--- src/rtl/csa_pkg.sv ---
package csa_pkg;
  typedef enum logic {
    STYLE_INC  = 1'b0,
    STYLE_DUAL = 1'b1
  } csa_style_e;
endpackage

--- src/rtl/csa_ripple.sv ---
module csa_ripple #(
  parameter int unsigned N = 4
) (
  input  logic [N-1:0] a,
  input  logic [N-1:0] b,
  input  logic         ci,
  output logic [N-1:0] s,
  output logic         co
);
  logic [N:0] c;
  assign c[0] = ci;

  for (genvar k = 0; k < N; k++) begin : g_fa
    assign s[k]   = a[k] ^ b[k] ^ c[k];
    assign c[k+1] = (a[k] & b[k]) | (c[k] & (a[k] ^ b[k]));
  end

  assign co = c[N];

  always_comb begin
    AST_RIPPLE_SUM: assert ({co, s} == ({1'b0, a} + {1'b0, b} + {{N{1'b0}}, ci}))
      else $error("ripple segment result mismatch");
  end
endmodule

--- src/rtl/csa_inc1.sv ---
module csa_inc1 #(
  parameter int unsigned N = 5
) (
  input  logic [N-1:0] din,
  output logic [N-1:0] dout
);
  logic [N:0] ones_below;
  assign ones_below[0] = 1'b1;

  for (genvar k = 0; k < N; k++) begin : g_bit
    assign dout[k]         = din[k] ^ ones_below[k];
    assign ones_below[k+1] = ones_below[k] & din[k];
  end

  always_comb begin
    AST_INC_CHANGES: assert (dout != din)
      else $error("incrementer left value unchanged");
  end
endmodule

--- src/rtl/csa_group.sv ---
module csa_group #(
  parameter int unsigned        N     = 4,
  parameter csa_pkg::csa_style_e STYLE = csa_pkg::STYLE_INC
) (
  input  logic [N-1:0] a,
  input  logic [N-1:0] b,
  input  logic         sel,
  output logic [N-1:0] s,
  output logic         co
);
  logic [N-1:0] s_zero, s_one;
  logic         c_zero, c_one;

  csa_ripple #(.N(N)) u_rz (
    .a(a), .b(b), .ci(1'b0), .s(s_zero), .co(c_zero)
  );

  if (STYLE == csa_pkg::STYLE_INC) begin : g_inc
    csa_inc1 #(.N(N+1)) u_inc (
      .din({c_zero, s_zero}), .dout({c_one, s_one})
    );
  end else begin : g_dual
    csa_ripple #(.N(N)) u_ro (
      .a(a), .b(b), .ci(1'b1), .s(s_one), .co(c_one)
    );
  end

  assign s  = sel ? s_one : s_zero;
  assign co = sel ? c_one : c_zero;

  always_comb begin
    AST_PLUS_ONE: assert ({c_one, s_one} == ({c_zero, s_zero} + {{N{1'b0}}, 1'b1}))
      else $error("carry-in-one result is not carry-in-zero plus one");
    AST_CARRY_ORDER: assert (!c_zero || c_one)
      else $error("carry-in-one carry below carry-in-zero carry");
  end
endmodule

--- src/rtl/csa_nonuniform_adder.sv ---
module csa_nonuniform_adder #(
  parameter int unsigned         WIDTH   = 32,
  parameter int unsigned         NUM_GRP = 7,
  parameter int unsigned         GRP_W [NUM_GRP] = '{2, 2, 3, 4, 6, 7, 8},
  parameter csa_pkg::csa_style_e STYLE   = csa_pkg::STYLE_INC
) (
  input  logic [WIDTH-1:0] a,
  input  logic [WIDTH-1:0] b,
  input  logic             cin,
  output logic [WIDTH-1:0] sum,
  output logic             cout
);
  function automatic int unsigned grp_lo(input int unsigned g);
    int unsigned acc;
    acc = 0;
    for (int unsigned i = 0; i < g; i++) acc += GRP_W[i];
    return acc;
  endfunction

  logic [NUM_GRP:0] gc;
  assign gc[0] = cin;

  for (genvar g = 0; g < NUM_GRP; g++) begin : g_grp
    localparam int unsigned LO = grp_lo(g);
    localparam int unsigned W  = GRP_W[g];
    if (g == 0) begin : g_base
      csa_ripple #(.N(W)) u_base (
        .a(a[LO +: W]), .b(b[LO +: W]), .ci(gc[g]),
        .s(sum[LO +: W]), .co(gc[g+1])
      );
    end else begin : g_sel
      csa_group #(.N(W), .STYLE(STYLE)) u_grp (
        .a(a[LO +: W]), .b(b[LO +: W]), .sel(gc[g]),
        .s(sum[LO +: W]), .co(gc[g+1])
      );
    end
  end

  assign cout = gc[NUM_GRP];

  always_comb begin
    AST_TOTAL_SUM: assert ({cout, sum} == ({1'b0, a} + {1'b0, b} + {{WIDTH{1'b0}}, cin}))
      else $error("adder total mismatch");
  end
endmodule

--- config.mk ---
export PLATFORM = sky130hd
export DESIGN_NAME = csa_nonuniform_adder
export DESIGN_NICKNAME = d
export VERILOG_FILES = /design/src/rtl/csa_pkg.sv /design/src/rtl/csa_ripple.sv /design/src/rtl/csa_inc1.sv /design/src/rtl/csa_group.sv /design/src/rtl/csa_nonuniform_adder.sv
export SDC_FILE = /design/constraint.sdc
export NUM_CORES = 1
export LEC_CHECK = 0
export ABC_AREA = 1
export BUFFER_PORTS_ARGS = -buffer_cell sky130_fd_sc_hd__buf_2
export CAP_MARGIN = 20
export CORE_UTILIZATION = 52
export DETAILED_ROUTE_END_ITERATION = 8
export PLACE_DENSITY = 0.95
export SLEW_MARGIN = 40
export SYNTH_ARGS = -nofsm -noshare
export SYNTH_HDL_FRONTEND = slang
export SYNTH_SLANG_ARGS = --single-unit
--- constraint.sdc ---
create_clock -name vclk -period 12.4
set_input_delay 2.48 -clock vclk [all_inputs]
set_output_delay 2.48 -clock vclk [all_outputs]
set_load 0.1 [all_outputs]
==> flow_results.org, run 1 <==
** Status
- The run finished with clean final reports.

** Die
- The floorplan step defined a core boundary enclosing 3390 sq um.
- The die is 62.0 um wide.
- In this run the core area contains 21 standard-cell rows.
- Die Y-Extent :: 62.0 um
- The initial utilization of the core area, before any placement, comes to 0.552.
- IO Pins :: 98
- Total die area :: 3840 sq um

** Global route
- Global routing finished with a remaining overflow of 0.
- Across every metal layer, demand over resource in global routing totals 0.186.
- Initial antenna violation count :: 0
- Pin count of the biggest net entering global routing :: 15
- The via count of the first global-routing pass came to 1507.
- First-pass GRT wire length :: 5640 um

** Hold path
- The worst hold path was traced through 4 stages.
- Hold Path Class :: in -> out

** Clock tree
- Post-CTS Setup Bufs :: 0
- For this design, the CTS-stage hold fixing added 0 buffers.
- Post-CTS Resized :: 0

** Synthesis
- The Yosys step of the flow raised 0 warnings.
- Cell accounting for the most synthesized area :: sky130_fd_sc_hd__fa_1
- Of the post-synthesis cell area, the dominant cell type holds 0.278.
- Most frequent cell after synthesis :: sky130_fd_sc_hd__inv_1
- Synthesized netlist cell count :: 229
- Synthesized net count :: 350
- In this run the cell area of the synthesized design comes to 1870 sq um.
- Synth cell count leaders :: sky130_fd_sc_hd__inv_1 (82), sky130_fd_sc_hd__ha_1 (30), sky130_fd_sc_hd__fa_1 (26)
- Of the synthesized area, sequential elements account for 0.
- Post-synthesis area per instance :: 8.17 sq um
- Largest cells by area after synthesis :: sky130_fd_sc_hd__fa_1 (28%), sky130_fd_sc_hd__ha_1 (20%), sky130_fd_sc_hd__inv_1 (16%)
- After synthesis, the netlist uses 20 different library cells.

** Timing
- In the finished design, the share of the clock period the worst path needs comes to 0.735.
- Worst slew pin tran :: 497 ps
- Relative slew slack :: 0.671
- Setup repair after global routing left no endpoint under its margin.
- Hold slack final :: 5540 ps
- Number of max-slew violations in the final report :: 0
- Setup TNS after final layout :: 0 ps
- Highest clock frequency the design can meet :: 110 MHz
- Final count of negative-setup-slack endpoints :: 0
- Count of endpoints failing hold in the final timing report :: 0
- Setup slack closes at 3280 ps.
- Subtracting the final worst setup slack from the clock period gives 9120 ps.

** Routing
- Post-route ant nets :: 0
- The routed layout has 1744 vias.
- Router iterations before antenna repair :: 4
- Using the TritonRoute via totals, the vias-per-cell ratio works out to 4.69.
- In the final routed layout, each cell accounts on average for 9.69 um.
- Detailed router's first-iteration violation count :: 26
- Drt drc :: 0
- For this block, the routed nets add up to 3600 um of wire.

** Finish
- Number of diodes :: 0
- Synthesis-to-finish area growth :: 28.2%
- Filler cells :: 280
- Num sequential :: 0
- The final layout contains 449 nets.
- Share of post-route cells with drive strength above 1 :: 0.399
- Sequential standard cell area :: 0 sq um
- The layout has 0 clock buffers.

** Run
- Max Cap Viol :: 0

** Worst setup path
- In this run the worst path has a maximum fanout of 9.
- Critical path class :: in -> out
- At the worst endpoint, the arrival time is 6640 ps.
- The worst setup path is launched from a primary input.
- At the worst endpoint, the required time is 9920 ps.
- STA classifies the critical path endpoint as an output pin.

** Power and ir drop
- The analysis attributes to cell leakage a power of 0.00152 uW.
- Power spread over the standard cell area amounts to 185 nW/um^2.
- IR analysis of the VDD net gives a maximum drop of 0.121 mV.

** Placement
- Count of input and output buffers :: 98
- OpenSTA, run right after detailed placement, puts the worst setup slack at 3280 ps.
- Detailed placement finished with a half-perimeter wire length of 3370 um.
- Final weighted congestion of routability-driven global placement :: 0.679
[final timing paths]
path	startpoint	end	slack, ps
worst min-delay path	b[7]	sum[7]	5540
worst max-delay path	a[17]	cout	3280
[metrics by stage]
step	std cells	util	total power [uW]	area [sq um]
after floorplan	229	-	385	1870
after global placement	372	0.708	436	2400
after detailed placement	372	0.708	444	2400
after CTS	372	0.708	445	2400
after global routing	372	0.708	471	2400
final	372	0.708	443	2400
[cell usage in the layout (no fill, tap or decap)]
| master | instances |
|---|---|
| sky130_fd_sc_hd__nand3_2 | 6 |
| sky130_fd_sc_hd__nand3_1 | 19 |
| sky130_fd_sc_hd__fa_1 | 26 |
| sky130_fd_sc_hd__buf_2 | 98 |
| sky130_fd_sc_hd__inv_1 | 82 |
| sky130_fd_sc_hd__o21ai_2 | 6 |
| sky130_fd_sc_hd__nand2_4 | 5 |
| sky130_fd_sc_hd__a21oi_1 | 2 |
| sky130_fd_sc_hd__mux2_4 | 1 |
| sky130_fd_sc_hd__ha_1 | 30 |
| sky130_fd_sc_hd__nand2_8 | 2 |
| sky130_fd_sc_hd__xor2_1 | 4 |
| sky130_fd_sc_hd__nand3_4 | 3 |
| sky130_fd_sc_hd__nand2_2 | 6 |
| sky130_fd_sc_hd__xnor2_1 | 5 |
| sky130_fd_sc_hd__nor2_1 | 2 |
| sky130_fd_sc_hd__nand2_1 | 20 |
| sky130_fd_sc_hd__mux2_2 | 3 |
| sky130_fd_sc_hd__nand3b_1 | 1 |
| sky130_fd_sc_hd__o21ai_0 | 5 |
[worst max-delay path, stage by stage]
cell                      delay, ps
sky130_fd_sc_hd__buf_2           80
sky130_fd_sc_hd__ha_1           130
sky130_fd_sc_hd__inv_1           40
sky130_fd_sc_hd__fa_1           390
sky130_fd_sc_hd__fa_1           400
sky130_fd_sc_hd__fa_1           390
sky130_fd_sc_hd__fa_1           390
sky130_fd_sc_hd__fa_1           380
sky130_fd_sc_hd__fa_1           530
sky130_fd_sc_hd__inv_1           50
sky130_fd_sc_hd__ha_1           190
sky130_fd_sc_hd__xnor2_1        300
sky130_fd_sc_hd__inv_1          100
sky130_fd_sc_hd__nand3_2        180
sky130_fd_sc_hd__nand3_1        100
sky130_fd_sc_hd__nand2_1         80
sky130_fd_sc_hd__buf_2          420
[final cells by class]
type	count	area (sq um)	area share
repair buffers	98	490	0.204
well taps	46	57.6	0.0240
multi-input cells	146	1540	0.643
inverters	82	308	0.128
[per-layer routing]
| metal | wire length (um) | vias to the layer above | track usage |
|---|---|---|---|
| met3 | 192 | 0 | 0.00414 |
| met4 | 0 | 0 | 0.00635 |
| met2 | 1890 | 64 | 0.372 |
| met1 | 1520 | 805 | 0.231 |
| li1 | - | 875 | - |
| met5 | 0 | - | 0 |
[report_power, final]
| group | leakage [uW] | total (uW) | internal, uW | switching, uW |
|---|---|---|---|---|
| Sequential | 0 | 0 | 0 | 0 |
| Combinational | 0.00152 | 443 | 85.0 | 358 |
| Clock | 0 | 0 | 0 | 0 |
| Total | 0.00152 | 443 | 85.0 | 358 |
[cell families (layout without fill, tap and decap cells)]
family / Yosys count / in the layout / synth area share
mux: 4 / 4 / 0.0261
fa+ha+maj: 56 / 56 / 0.479
simple gates: 64 / 64 / 0.231
buf+inv: 83 / 180 / 0.175
compound gates: 13 / 13 / 0.0468
xor+xnor: 9 / 9 / 0.0421
(Power assumes the default switching activity.)
==> inputs of run 2 (changes only) <==
Settings changed: ABC_AREA 1 to 0, CORE_UTILIZATION 52 to 44, PLACE_DENSITY 0.95 to 0.89.
Clock period 12.4 ns to 8.1 ns, I/O delays scaled along.
==> flow_results.org, run 2 <==
** Synthesis
- The area share of the largest cell type after synthesis was 0.282 (+0.00396).
- Synthesized netlist cell count :: 208 (-9.2%)
- Yosys instantiated no cell more often than sky130_fd_sc_hd__inv_1.
- The post-synthesis instance area was 1840 sq um (-1.4%).
- Yosys attributes the largest share of cell area to sky130_fd_sc_hd__fa_1 (28%), sky130_fd_sc_hd__ha_1 (20%), sky130_fd_sc_hd__inv_1 (16%).
- Cell accounting for the most synthesized area :: sky130_fd_sc_hd__fa_1
- After synthesis, the most frequently instantiated cells are sky130_fd_sc_hd__inv_1 (77), sky130_fd_sc_hd__ha_1 (30), sky130_fd_sc_hd__fa_1 (26).
- The number of warnings issued by yosys came to 0 (unchanged).
- The number of different library cells in the post-synthesis netlist came to 35 (+75%).
- The mean post-synth cell area is 8.87 sq um (+8.5%).
- The post-synthesis sequential area ratio is 0 (unchanged).
- Synthesized net count :: 329 (-6.0%)

** Die
- Horiz. Die Dim :: 66.7 um (+7.7%)
- Placeable core area :: 4000 sq um (+18%)
- Total die area :: 4450 sq um (+16%)
- The effective utilization at floorplan came to 0.461 (-0.0908).
- Die Y-Extent :: 66.7 um (+7.7%)
- The top-level I/O count came to 98 (unchanged).
- Number of core rows :: 23 (+9.5%)

** Clock tree
- Hold-fix buffer count after cts :: 0 (unchanged)
- Post-CTS Setup Bufs :: 0 (unchanged)
- Post-CTS Resized :: 0 (unchanged)

** Routing
- Mean routed wirelength per cell :: 11.0 um (+14%)
- The violation count after the first detailed-routing iteration was 38 (+46%).
- Drt drc :: 0 (unchanged)
- The via density per instance came to 4.68 (-0.28%).
- The number of routed nets with antenna violations came to 0 (unchanged).
- Vias post-DR :: 1655 (-5.1%)
- Total Routed Length :: 3900 um (+8.1%)
- The first-pass detailed-route iteration total came to 6 (+2).

** Run
- Max Cap Viol :: 0 (unchanged)

** Timing
- Number of max-slew violations in the final report :: 0 (unchanged)
- Count of endpoints failing hold in the final timing report :: 0 (unchanged)
- The number of endpoints failing setup at the final stage was 0 (unchanged).
- Relative slew slack :: 0.529 (-0.142)
- Final clock period utilization by the worst path :: 0.934
- RSZ-0062 raised after global routing :: false
- Highest clock frequency the design can meet :: 132 MHz
- Worst slew pin tran :: 701 ps (+204 ps)
- Period minus WS final :: 7570 ps
- The sum of negative setup slack was 0 ps (unchanged).

** Power and ir drop
- Worst IR drop on VDD :: 0.109 mV (-10%)
- The standby leakage power is 0.00144 uW (-5.9%).
- Cell Pwr Density :: 221 nW/um^2 (+20%)

** Placement
- The instance count after placement with tap cells included is 354 (-4.8%).
- Final HPWL DP :: 3680 um (+9.4%)
- Final weighted congestion of routability-driven global placement :: 0.813 (+20%)
- Count of input and output buffers :: 98 (unchanged)

** Worst setup path
- Cell chain of the critical path :: buf_2, ha_1, inv_1, fa_1, fa_1, fa_1, fa_1, inv_1, fa_1, ha_1, and4b_1, o221ai_1, o2111ai_2, a31oi_4, xnor2_4, mux2_4, buf_2
- The sum of buffers and inverters on the critical path was 4 (-1).
- Critical path class :: in -> out
- Required time reported for the critical path endpoint :: 6480 ps (-3440 ps)
- The largest individual stage delay along the critical path comes from the cell sky130_fd_sc_hd__fa_1.
- The largest stage delay on the critical path came to 430 ps (-100 ps).
- STA classifies the critical path endpoint as an output pin.
- The data arrival time of the critical path was 5950 ps (-690 ps).
- The worst setup path is launched from a primary input.
- The maximum fanout count along the critical path was 9 (unchanged).
- Cell type group with the largest total delay on the critical path :: adder cells
- Counting stages on the worst path, the most repeated cell is sky130_fd_sc_hd__fa_1.

** Finish
- The post-layout utilization of the core was 0.601 (-0.107).
- Compared with the post-synthesis result, the final layout area differs by 30.3%.
- Count of clock-net buffers in the final layout :: 0 (unchanged)
- The register area came to 0 sq um (unchanged).
- The number of cells in the finished layout apart from fillers came to 354 (-4.8%).
- Leaving out fill and tap cells, the most frequent cell in the layout is sky130_fd_sc_hd__buf_2.
- Share of post-route cells with drive strength above 1 :: 0.411 (+0.0124)
- The number of flip-flops and latches came to 0 (unchanged).
- Leading cell types in the layout, fill and taps excluded :: sky130_fd_sc_hd__buf_2 (98), sky130_fd_sc_hd__inv_1 (77), sky130_fd_sc_hd__ha_1 (30)
- Number of nets in the final layout :: 427 (-4.9%)
- Number of diodes :: 0 (unchanged)

** Global route
- The via count of the first global-routing pass was 1724 (+14%).
- The remaining global-route overflow is 0 (unchanged).
- The overall routing resource usage is 0.181 (-0.00495).
- Pin count of the biggest net entering global routing :: 14 (-1)
- The first-pass GRT wire length came to 6390 um (+13%).
- Initial antenna violation count :: 0 (unchanged)

** Status
- Result of the run :: finished clean

** Hold path
- The tightest min-delay check is of the in -> out type.
==> run 2: cell type report <==
type	instances	area [sq um]
repair buffers	98	490
fillers	372	1600
well taps	50	62.6
multi-input cells	129	1560
inverters	77	289
==> run 2: logic make-up after synthesis <==
| group | share of synthesized area |
|---|---|
| AOI/OAI and AO/OA | 0.0916 |
| muxes | 0.118 |
| adders and majority gates | 0.486 |
| xor gates and xnor gates | 0.0529 |
| and+or+nand+nor | 0.0902 |
| buffers and inverters | 0.161 |
==> run 2: worst paths after layout <==
kind                  start      end  slack [ps]  depth (start not counted)
worst max-delay path  a[11]  sum[29]         530                         17
worst min-delay path  b[17]  sum[17]        3810                          4
==> run 2: per-layer routing <==
| layer | share of wire | global-route usage | wire [um] |
|---|---|---|---|
| met5 | 0 | 0 | 0 |
| met3 | 0.039 | 0.00342 | 153 |
| met4 | 0.0072 | 0.0319 | 28 |
| met1 | 0.35 | 0.171 | 1380 |
| met2 | 0.60 | 0.413 | 2330 |
==> run 2: power by group <==
| group | internal (uW) | switching, uW | total, uW |
|---|---|---|---|
| clock | 0 | 0 | 0 |
| combinational | 113 | 417 | 530 |
| sequential | 0 | 0 | 0 |
==> run 2: worst min-delay path, stage by stage <==
cell and delay (ps):
sky130_fd_sc_hd__buf_2 80, sky130_fd_sc_hd__ha_1 140, sky130_fd_sc_hd__xor2_1 60, sky130_fd_sc_hd__buf_2 280
==> run 2: through the flow <==
| stage | area [sq um] | hold WS [ps] | setup WS [ps] | power, uW |
|---|---|---|---|---|
| floorplan | 1860 | 3740 | -350 | 454 |
| global placement | 2400 | 3810 | 622 | 520 |
| detailed placement | 2400 | 3810 | 517 | 534 |
| CTS | 2400 | 3820 | 518 | 534 |
| global route | 2400 | 3840 | 279 | 560 |
| finish | 2400 | 3810 | 532 | 530 |
==> inputs of run 3 (changes only) <==
Settings changed: BUFFER_PORTS_ARGS -buffer_cell sky130_fd_sc_hd__buf_2 to default, CORE_UTILIZATION 44 to 62, DONT_BUFFER_PORTS from default to 1, PLACE_DENSITY 0.89 to 0.88.
==> flow_results.org, run 3 (synthesis results as in run 2) <==
** Clock tree
- The post-CTS setup-driven buffer insertion count was 0 (unchanged).
- The number of gates resized after CTS is 0 (unchanged).
- Hold-fix buffer count after cts :: 0 (unchanged)

** Finish
- Leading cell types in the layout, fill and taps excluded :: sky130_fd_sc_hd__inv_1 (77), sky130_fd_sc_hd__ha_1 (30), sky130_fd_sc_hd__fa_1 (25)
- The ratio of cells with drive above 1 in the final layout is 0.242 (-0.169).
- Synthesis-to-finish area growth :: 11.9%
- Most frequent standard cell in the layout excluding fill and tap cells :: sky130_fd_sc_hd__inv_1
- The post-layout net count was 342 (-20%).
- Count of clock-net buffers in the final layout :: 0 (unchanged)
- Sequential standard cell area :: 0 sq um (unchanged)
- The total of fill cells in the finished design is 208 (-44%).
- Num sequential :: 0 (unchanged)
- Final cell area excluding filler cells :: 2060 sq um (-14%)
- The antenna diode instance count is 0 (unchanged).

** Die
- The number of placement rows was 19 (-17%).
- Placeable core area :: 2780 sq um (-30%)
- Initial core utilization :: 0.663 (+0.202)
- Total die area :: 3200 sq um (-28%)
- The top-level I/O count was 98 (unchanged).
- The width of the die is 56.5 um (-15%).
- Die Y-Extent :: 56.5 um (-15%)

** Timing
- The period utilization was 0.915 (-0.0197).
- The tightest hold margin came to 3700 ps (-106 ps).
- The normalized max-slew margin came to 0.449 (-0.0801).
- Worst slew pin tran :: 826 ps (+124 ps)
- Number of max-slew violations in the final report :: 0 (unchanged)
- Highest clock frequency the design can meet :: 135 MHz (+2.2%)
- The shortest period the worst path allows was 7410 ps (-159 ps).
- Count of endpoints failing hold in the final timing report :: 0 (unchanged)
- Final count of negative-setup-slack endpoints :: 0 (unchanged)
- Setup repair after global routing left no endpoint under its margin.

** Worst setup path
- The worst setup path is launched from a primary input.
- The maximum fanout count along the critical path is 13 (+4).
- Walking the worst path, the cells encountered are ha_1, inv_1, fa_1, fa_1, fa_1, fa_1, inv_1, fa_1, ha_1, and4b_1, o221ai_1, o2111ai_2, nand3_1, nand2_1, o21ai_2, buf_4.
- CP dominant cell by count :: sky130_fd_sc_hd__fa_1
- Arrival time of data at the critical path endpoint :: 5790 ps (-160 ps)
- The worst setup path is of the in -> out kind.
- Crit. End Element :: output pin
- Slowest Stage Delay on Critical Path :: 530 ps (+100 ps)
- Library cell contributing the largest single delay on the critical path :: sky130_fd_sc_hd__nand3_1
- Required time reported for the critical path endpoint :: 6480 ps (about the same)

** Hold path
- The worst hold path terminates at sum[2].
- Hold Path Class :: in -> out
- The hold path depth came to 2 (-2).
- Min-Delay Startpoint :: b[2]

** Global route
- The remaining global-route overflow came to 0 (unchanged).
- The first-pass GRT wire length was 4970 um (-22%).
- The number of antenna violations at the first check in global routing came to 0 (unchanged).
- The pin count of the biggest net entering global routing came to 14 (unchanged).
- GR Util All Layers :: 0.187 (+0.00583)
- The via count of the first global-routing pass is 1257 (-27%).

** Run
- Max Cap Viol :: 0 (unchanged)

** Placement
- Final HPWL DP :: 2870 um (-22%)
- Total placed instance area :: 2060 sq um (-14%)
- Count of input and output buffers :: 0 (-100%)
- The global placer's final weighted congestion came to 0.801 (-1.5%).

** Routing
- Router iterations before antenna repair :: 4 (-2)
- Total Routed Length :: 3000 um (-23%)
- Drt drc :: 0 (unchanged)
- The wire length per cell came to 12.0 um (+8.9%).
- Vias post-DR :: 1334 (-19%)
- Post-route ant nets :: 0 (unchanged)
- The violation count after the first detailed-routing iteration is 19 (-50%).
- The via density per instance was 5.34 (+14%).

** Power and ir drop
- Leakage Power :: 0.00114 uW (-20%)
- The post-layout total power was 517 uW (-2.4%).
- The total power density per cell area is 251 nW/um^2 (+14%).
- Worst IR drop on VDD :: 0.225 mV (+110%)

** Status
- Result of the run :: finished clean
[run 3: critical path: cells and delay by family]
family                     cells  cell delay (ps)
AOI/OAI and AO/OA              3              490
adders and majority gates      7             2320
buffers and inverters          3              430
and+or+nand+nor                3              920
[run 3: routing by layer]
layer	track usage	routed length, um	up-vias
met5	0	0	-
met4	0.0105	0	0
met2	0.370	1610	50
li1	-	-	668
met3	0.0161	170	0
met1	0.227	1220	616
[run 3: per-stage QoR]
stage / util / TNS (ps) / setup WS (ps) / instances
2_1_floorplan: - / -2100 / -350 / 208
3_3_place_gp: 0.737 / 0 / 797 / 250
3_5_place_dp: 0.742 / 0 / 659 / 250
4_1_cts: 0.742 / 0 / 660 / 250
5_1_grt: 0.742 / 0 / 381 / 250
6_report: 0.742 / 0 / 692 / 250
[run 3: worst max-delay path by stage]
stage                     start       to  cells after the start
after floorplan           a[11]  sum[18]                     15
after global placement    a[11]  sum[23]                     16
after detailed placement  a[11]  sum[19]                     16
after CTS                 a[11]  sum[19]                     16
after global routing      a[11]  sum[21]                     16
final                     a[11]  sum[19]                     16
[run 3: cell type report]
cell class	instances	area, sq um	share of cell area
Multi-Input combinational cell	129	1640	0.794
Timing Repair Buffer	13	97.6	0.0473
Inverter	77	289	0.140
Tap cell	31	38.8	0.0188
[run 3: report_power, final]
| group | leakage, uW | switching (uW) | internal [uW] |
|---|---|---|---|
| clock network | 0 | 0 | 0 |
| logic | 0.00114 | 411 | 106 |
| registers | 0 | 0 | 0 |
| total | 0.00114 | 411 | 106 |
